==> src/rtl/amp_fm_pkg.sv <==
package amp_fm_pkg;

   localparam int unsigned HB_COUNT = 4;

   typedef enum logic [2:0] {
      OM_BRIDGE_2N   = 3'b000,
      OM_BRIDGE_1N   = 3'b001,
      OM_BRIDGE_BD   = 3'b010,
      OM_MIXED       = 3'b011,
      OM_PARALLEL    = 3'b100,
      OM_SINGLE      = 3'b101,
      OM_SPARE6      = 3'b110,
      OM_SPARE7      = 3'b111
   } out_mode_e;

   // Half-bridges stopped by a channel event on channel ch (bit 0 = A).
   function automatic logic [3:0] shut_group(input logic [2:0] m, input int unsigned ch);
      logic [3:0] pair;
      pair = (ch < 2) ? 4'b0011 : 4'b1100;
      case (m)
         OM_PARALLEL:          return 4'b1111;
         OM_SINGLE, OM_MIXED:  return (ch == 2) ? 4'b0100 : pair;
         default:              return pair;
      endcase
   endfunction

endpackage

==> src/rtl/amp_fm_holdoff.sv <==
module amp_fm_holdoff #(
   parameter int unsigned HOLD_CYC = 400000
) (
   input  logic clk,
   input  logic arst_n,
   input  logic req_n,
   input  logic fall_evt,
   output logic run_q,
   output logic run_nx
);
   localparam int unsigned CW = $clog2(HOLD_CYC + 1);

   logic [CW-1:0] wait_q;

   generate
      if (HOLD_CYC == 0) begin : g_bad_hold
         $error("amp_fm_holdoff: HOLD_CYC must be at least 1");
      end
   endgenerate

   assign run_nx = req_n && (run_q || (wait_q == '0));

   always_ff @(posedge clk or negedge arst_n) begin
      if (!arst_n) begin
         run_q  <= 1'b0;
         wait_q <= '0;
      end else begin
         run_q <= run_nx;
         if (fall_evt)
            wait_q <= CW'(HOLD_CYC);
         else if (wait_q != '0)
            wait_q <= wait_q - 1'b1;
      end
   end

   AST_REQ_LOW_STOPS: assert property (@(posedge clk) disable iff (!arst_n)
      !req_n |=> !run_q);
   AST_WAIT_RANGE: assert property (@(posedge clk) disable iff (!arst_n)
      (wait_q != '0) |=> (wait_q < CW'(HOLD_CYC)) || $past(fall_evt));

endmodule

==> src/rtl/amp_fm_latch.sv <==
module amp_fm_latch #(
   parameter int unsigned NCH = 4
) (
   input  logic           clk,
   input  logic           arst_n,
   input  logic           run_nx,
   input  logic [NCH-1:0] ovl_in,
   input  logic           sd_in,
   output logic [NCH-1:0] ovl_nx,
   output logic [NCH-1:0] ovl_q,
   output logic           ote_nx,
   output logic           ote_q
);
   assign ovl_nx = run_nx ? (ovl_q | ovl_in) : '0;
   assign ote_nx = run_nx && (ote_q || sd_in);

   always_ff @(posedge clk or negedge arst_n) begin
      if (!arst_n) begin
         ovl_q <= '0;
         ote_q <= 1'b0;
      end else begin
         ovl_q <= ovl_nx;
         ote_q <= ote_nx;
      end
   end

endmodule

==> src/rtl/amp_fm_group.sv <==
module amp_fm_group
   import amp_fm_pkg::*;
#(
   parameter int unsigned NCH = 4
) (
   input  logic [2:0]     mode,
   input  logic [NCH-1:0] src,
   output logic [NCH-1:0] mask
);
   logic [NCH-1:0] part [NCH];

   generate
      if (NCH != HB_COUNT) begin : g_bad_nch
         $error("amp_fm_group: grouping is defined for four half-bridges only");
      end
      for (genvar g = 0; g < NCH; g++) begin : g_ch
         assign part[g] = src[g] ? NCH'(shut_group(mode, g)) : '0;
      end
   endgenerate

   always_comb begin
      mask = '0;
      for (int i = 0; i < NCH; i++)
         mask = mask | part[i];
   end

endmodule

==> src/rtl/amp_fault_mgr.sv <==
module amp_fault_mgr #(
   parameter int unsigned NCH     = 4,
   parameter int unsigned NSUP    = 5,
   parameter int unsigned CLK_KHZ = 100000,
   parameter int unsigned HOLD_US = 4000
) (
   input  logic            clk,
   input  logic            arst_n,
   input  logic            reset_req_n,
   input  logic [2:0]      mode,
   input  logic [NCH-1:0]  ch_ovl,
   input  logic [NCH-1:0]  pwm_stuck,
   input  logic [NCH-1:0]  bst_uv,
   input  logic [NSUP-1:0] supply_uv,
   input  logic            therm_warn,
   input  logic            therm_sd,
   output logic [NCH-1:0]  hb_hiz,
   output logic [NCH-1:0]  hs_off,
   output logic            fault_n,
   output logic            warn_n,
   output logic            run_en
);
   localparam int unsigned HOLD_CYC = CLK_KHZ * HOLD_US / 1000;
   localparam int unsigned CKW      = $clog2(HOLD_CYC + 2);

   generate
      if (NSUP == 0) begin : g_bad_nsup
         $error("amp_fault_mgr: NSUP must be at least 1");
      end
      if (HOLD_CYC == 0) begin : g_bad_clk
         $error("amp_fault_mgr: CLK_KHZ*HOLD_US too small for a hold-off");
      end
   endgenerate

   logic           run_q, run_nx, fall_evt;
   logic [NCH-1:0] ovl_nx, ovl_q, grp_mask, hiz_nx;
   logic           ote_nx, ote_q, glob_off, fault_nx, warn_nx;

   amp_fm_holdoff #(.HOLD_CYC(HOLD_CYC)) u_hold (
      .clk(clk), .arst_n(arst_n), .req_n(reset_req_n),
      .fall_evt(fall_evt), .run_q(run_q), .run_nx(run_nx)
   );

   amp_fm_latch #(.NCH(NCH)) u_lat (
      .clk(clk), .arst_n(arst_n), .run_nx(run_nx),
      .ovl_in(ch_ovl), .sd_in(therm_sd),
      .ovl_nx(ovl_nx), .ovl_q(ovl_q), .ote_nx(ote_nx), .ote_q(ote_q)
   );

   amp_fm_group #(.NCH(NCH)) u_grp (
      .mode(mode), .src(ovl_nx | pwm_stuck), .mask(grp_mask)
   );

   assign glob_off = !run_nx || (|supply_uv) || ote_nx || (&pwm_stuck);
   assign hiz_nx   = glob_off ? '1 : grp_mask;
   assign fault_nx = !(run_nx && ((|supply_uv) || ote_nx || (|ovl_nx)));
   assign warn_nx  = !(therm_warn || ote_nx);
   assign fall_evt = fault_n && !fault_nx;

   always_ff @(posedge clk or negedge arst_n) begin
      if (!arst_n) begin
         hb_hiz  <= '1;
         hs_off  <= '0;
         fault_n <= 1'b1;
         warn_n  <= 1'b1;
      end else begin
         hb_hiz  <= hiz_nx;
         hs_off  <= bst_uv;
         fault_n <= fault_nx;
         warn_n  <= warn_nx;
      end
   end

   assign run_en = run_q;

   // Independent gap counter: edges since the fault output was seen falling.
   logic           fault_d;
   logic [CKW-1:0] since_fall;
   always_ff @(posedge clk or negedge arst_n) begin
      if (!arst_n) begin
         fault_d    <= 1'b1;
         since_fall <= CKW'(HOLD_CYC + 1);
      end else begin
         fault_d <= fault_n;
         if (fault_d && !fault_n)
            since_fall <= CKW'(1);
         else if (since_fall < CKW'(HOLD_CYC + 1))
            since_fall <= since_fall + 1'b1;
      end
   end

   AST_RST_HIZ: assert property (@(posedge clk) disable iff (!arst_n)
      !reset_req_n |=> (hb_hiz == '1) && fault_n && !run_en);
   AST_UV_GLOBAL: assert property (@(posedge clk) disable iff (!arst_n)
      (reset_req_n && run_en && (|supply_uv)) |=> (hb_hiz == '1) && !fault_n);
   AST_FAULT_KEEP: assert property (@(posedge clk) disable iff (!arst_n)
      (reset_req_n && run_en && !fault_n && ($past(supply_uv) == '0)) |=> !fault_n);
   AST_BST_PASS: assert property (@(posedge clk) disable iff (!arst_n)
      arst_n |=> hs_off == $past(bst_uv));
   AST_STUCK_SILENT: assert property (@(posedge clk) disable iff (!arst_n)
      (reset_req_n && run_en && fault_n && (supply_uv == '0) && !therm_sd
       && (ch_ovl == '0)) |=> fault_n);
   AST_HOLD_GAP: assert property (@(posedge clk) disable iff (!arst_n)
      $rose(run_en) |-> (since_fall >= CKW'(HOLD_CYC)));

endmodule

==> config.mk <==
export PLATFORM = sky130hd
export DESIGN_NAME = amp_fault_mgr
export DESIGN_NICKNAME = d
export VERILOG_FILES = /design/src/rtl/amp_fm_pkg.sv /design/src/rtl/amp_fm_holdoff.sv /design/src/rtl/amp_fm_latch.sv /design/src/rtl/amp_fm_group.sv /design/src/rtl/amp_fault_mgr.sv
export SDC_FILE = /design/constraint.sdc
export NUM_CORES = 1
export LEC_CHECK = 0
export BUFFER_PORTS_ARGS = -buffer_cell sky130_fd_sc_hd__buf_2
export CORE_MARGIN = 3
export CORE_UTILIZATION = 30
export CTS_CLUSTER_SIZE = 28
export DETAILED_ROUTE_END_ITERATION = 8
export PLACE_DENSITY_LB_ADDON = 0.08
export SETUP_SLACK_MARGIN = 0.15
export SLEW_MARGIN = 10
export SYNTH_ARGS = -nofsm -noshare
export SYNTH_HDL_FRONTEND = slang
export SYNTH_HIERARCHICAL = 1
export SYNTH_SLANG_ARGS = --single-unit
==> constraint.sdc <==
create_clock -name clk -period 7 [get_ports clk]
set_input_delay 1.4 -clock clk [delete_from_list [all_inputs] [get_ports clk]]
set_output_delay 1.4 -clock clk [all_outputs]
set_load 0.02 [all_outputs]
==> impl_summary.md <==
Outcome
The run finished with clean final reports.

Finish
The multi-input combinational cell area is 798 um^2. The synthesis-to-finish area growth is 19.1%. The layout has 575 filler cells.

Summing all non-filler instances in the final layout gives an area of 2060 um^2. The fraction of layout cells with a size suffix above 1 is 0.337. Once layout is complete, the utilization of the core stands at 0.372. The area taken by flip-flops and latches is 883 um^2. The layout net count is 227. The number of antenna diodes in the final layout is 0.

Drt
The number of DRC violations after detailed routing is 0. The wire length reported by the detailed router is 3.73 mm. The number of routed nets with antenna violations is 0. The detailed-route via count is 1385. The average wire per standard cell is 13.6 um. After the first detailed-routing iteration, the DRC count stood at 84.

The iteration count of the initial detailed-routing pass is 4. In the routed layout, each cell is associated on average with a via count of 5.05.

CTS
Clock tree synthesis found a total of 35 sinks. The clock tree synthesis step divided the H-tree into 2 levels. The setup fix buffers added after clock tree synthesis is 0. The number of hold buffers added after CTS was 0.

The register clock-pin slew on the reported worst setup and hold paths is 0.08 ns. At the later pin of the worst-skew pair, clock insertion delay measures 0.30 ns. TritonCTS built the clock tree. The number of CTS-inserted buffers is 5. The cell at the root of the clock tree is clkbuf_8.

The post-cts resize count is 0. The longest clock path from root to sink contains 2 buffers.

STA
The clock tree skew after final layout is 0.00969 ns. The final-report max-slew violation count is 0. Setup repair after global routing left no endpoint under its margin. Headroom to the max-slew limit came out at 0.480. Summed over all failing endpoints, the final setup total negative slack is 0 ns. For the pin with the worst max-slew slack, the measured transition is 0.780 ns. Of the available clock period, the critical path in the final layout requires 0.556.

The final hold violation count is 0. The setup violation total in the final timing report is 0. Across all setup checks in the final design, the least slack found is 3.11 ns. The time the final worst path needs with I/O delays and setup is 3.89 ns. Timing would allow up to 257 MHz.

Setup path
The worst-path maximum fanout is 20. The category of the worst setup path capture point is a register. Measured in cells, the most critical reg-to-reg path has a length of 10. The largest incremental delay on the critical path is 0.65 ns.

The worst setup path is launched from a register. The signal on the critical path passes through or4_1 -> nor3_2 -> a21oi_1 -> nor2b_1 -> o21a_1 -> nor4_2 -> nand3_1 -> and3_1 -> inv_1 -> o311a_1. The cell type group with the largest total delay on the critical path is simple AND/OR/NAND/NOR gates.

Counting buffers and inverters, the worst setup path is 10 cells deep. The critical path data required time is 7.19 ns. The worst setup path is of the reg2reg kind. Among all stages on the critical path, the largest delay is contributed by and3_1. Counting both buffers and inverters, the worst setup path holds a total of 1. For the worst setup path, the data arrival time is 4.08 ns.

Logic synthesis
The distinct cell type count of the synthesized netlist is 47. The flip-flop and latch count after synthesis is 35. The number of flops mapped to enable cells by yosys is 0.

The Yosys step of the flow raised 6 warnings. In the synthesized netlist the dominant register cell turns out to be dfrtp_1. The share of the Yosys chip area taken by registers is 0.511. The synthesized instance count is 165.

The mean cell area of the mapped netlist is 10.5 um^2. The synthesized netlist occupies a cell area of 1730 um^2. The post-synth net total is 191. After synthesis, the share of flip-flops with an asynchronous set or reset is 1.00.

Min path
The tightest min-delay check is of the reg2reg type. The number of stages on the worst hold path is 1.

Floorplanning
The area of the die is 6710 um^2. The chip height is 81.9 um. The initial utilization of the core area, before any placement, comes to 0.312. The placeable core region is 5540 um^2. The number of standard-cell rows in the floorplan is 27. The boundary pin count is 36. The floorplan die width is 81.9 um.

Placed design
The pre-CTS worst setup slack is 3.10 ns. Routability-driven placement finished with a final weighted congestion of 0.774. Detailed placement ended at an HPWL of 2.69 mm. The post-placement cell area is 1970 um^2. The number of port buffers is 35.

Flow run
The number of maximum-capacitance constraint violations is 0.

GRT
The initial antenna violation count is 0. The global-route total usage across every layer is 0.125. For this run the aggregate overflow at the end of global routing stands at 0.

Entering global routing, the biggest net connects 36 pins. The number of global-route vias before repair is 1314. The first-pass GRT wire length is 6.31 mm.

Power
The leakage power total is 0.823 nW. The ratio of total power to cell area is 260 nW/um^2. The worst-case IR drop observed on VDD is 0.0852 mV.
-- state kept, by name, indices dropped and copies added (netlist names) --
signal         cells
u_hold/wait_q     19
warn_n             1
fault_n            1
u_lat/ovl_q        4
u_lat/ote_q        1
u_hold/run_q       1
hs_off             4
hb_hiz             4
-- where the power goes --
part / switching [W] / internal [W] / total [W]
combinational: 0.0000528 / 0.0000580 / 0.000111
sequential: 0.0000358 / 0.000235 / 0.000271
clock: 0.0000827 / 0.0000711 / 0.000154
total: 0.000171 / 0.000364 / 0.000535
-- metal layers --
| layer | vias to the layer above | wire length, um | global-route usage |
|---|---|---|---|
| li1 | 672 | - | - |
| met1 | 650 | 1790 | 0.164 |
| met2 | 56 | 1620 | 0.189 |
| met3 | 7 | 258 | 0.0428 |
| met4 | 0 | 59 | 0.0449 |
| met5 | - | 0 | 0 |
-- per-stage QoR --
stage / hold WS [ns] / total power [W] / cells
after floorplan: 0.462 / 0.000351 / 165
after global placement: 0.490 / 0.000386 / 266
after detailed placement: 0.499 / 0.000386 / 266
after CTS: 0.516 / 0.000542 / 274
after global routing: 0.539 / 0.000573 / 274
final: 0.513 / 0.000535 / 274
-- cell usage after synthesis, drive strengths merged, types with 4 or more instances --
library cell	n	area [um^2]
o31ai	4	30.0
mux2	4	45.0
o21ai	9	52.6
a21oi	10	50.1
o21a	6	45.0
or2	11	71.3
nor2b	8	50.1
inv	5	18.8
or3	4	30.0
dfstp	6	158
clkbuf	4	15.0
or4	7	56.3
dfrtp	29	726
nand3	5	25.0
nand2	6	22.5
nor3	5	30.0
nor2	12	47.6
nor4	7	65.1
-- kinds of logic (layout without fill, tap and decap cells) --
group                    Yosys count  count (layout)  share of synthesized area
multiplexers                       6               6                     0.0377
AO/OA/AOI/OAI                     38              38                      0.151
AND/OR/NAND/NOR                   74              74                      0.266
adder cells (fa/ha/maj)            1               1                    0.00724
buffers and inverters             11              48                     0.0268
flip-flops                        35              35                      0.511
-- cell usage in the layout (no fill, tap or decap), types with 2 or more instances in the layout --
cell / count
nor4_1: 5
nand4_1: 2
o21ai_2: 2
nand3_1: 5
mux2i_1: 2
mux2_2: 3
clkinvlp_4: 2
a2111oi_0: 2
o31ai_1: 4
buf_2: 35
nor2_1: 11
inv_1: 5
or2_2: 5
nand2_1: 6
or4_1: 6
clkbuf_8: 5
o21ai_1: 2
or3_1: 3
or2_1: 5
o21a_1: 6
nand2b_1: 3
nor2b_1: 8
dfrtp_1: 29
a21oi_1: 10
dfstp_2: 6
o21ai_0: 5
nor3_1: 4
-- worst reg2reg max path: stages (launching register included) --
cell	delay, ns
dfrtp_1	0.41
or4_1	0.64
nor3_2	0.63
a21oi_1	0.16
nor2b_1	0.45
o21a_1	0.25
nor4_2	0.06
nand3_1	0.10
and3_1	0.65
inv_1	0.28
o311a_1	0.18
-- path summary, 6_finish.rpt --
check | startpoint | slack, ns | end
setup / recovery | u_hold/wait_q[14] | 3.11 | u_hold/wait_q[1]
min in group asynchronous | arst_n | 1.18 | u_hold/wait_q[18]
hold / removal | u_lat/ovl_q[0] | 0.51 | u_lat/ovl_q[0]
setup reg to reg | u_hold/wait_q[14] | 3.11 | u_hold/wait_q[1]
hold reg to reg | u_lat/ovl_q[0] | 0.51 | u_lat/ovl_q[0]
max in group asynchronous | arst_n | 5.32 | u_lat/ovl_q[3]
-- layout make-up --
class,count,area share
flip-flops and latches,35,0.429
multi-input cells,119,0.388
repair buffers,35,0.0851
well taps,72,0.0438
clock buffers,5,0.0334
clock inverters,3,0.0116
inverters,5,0.00912
(Power assumes the default switching activity.)
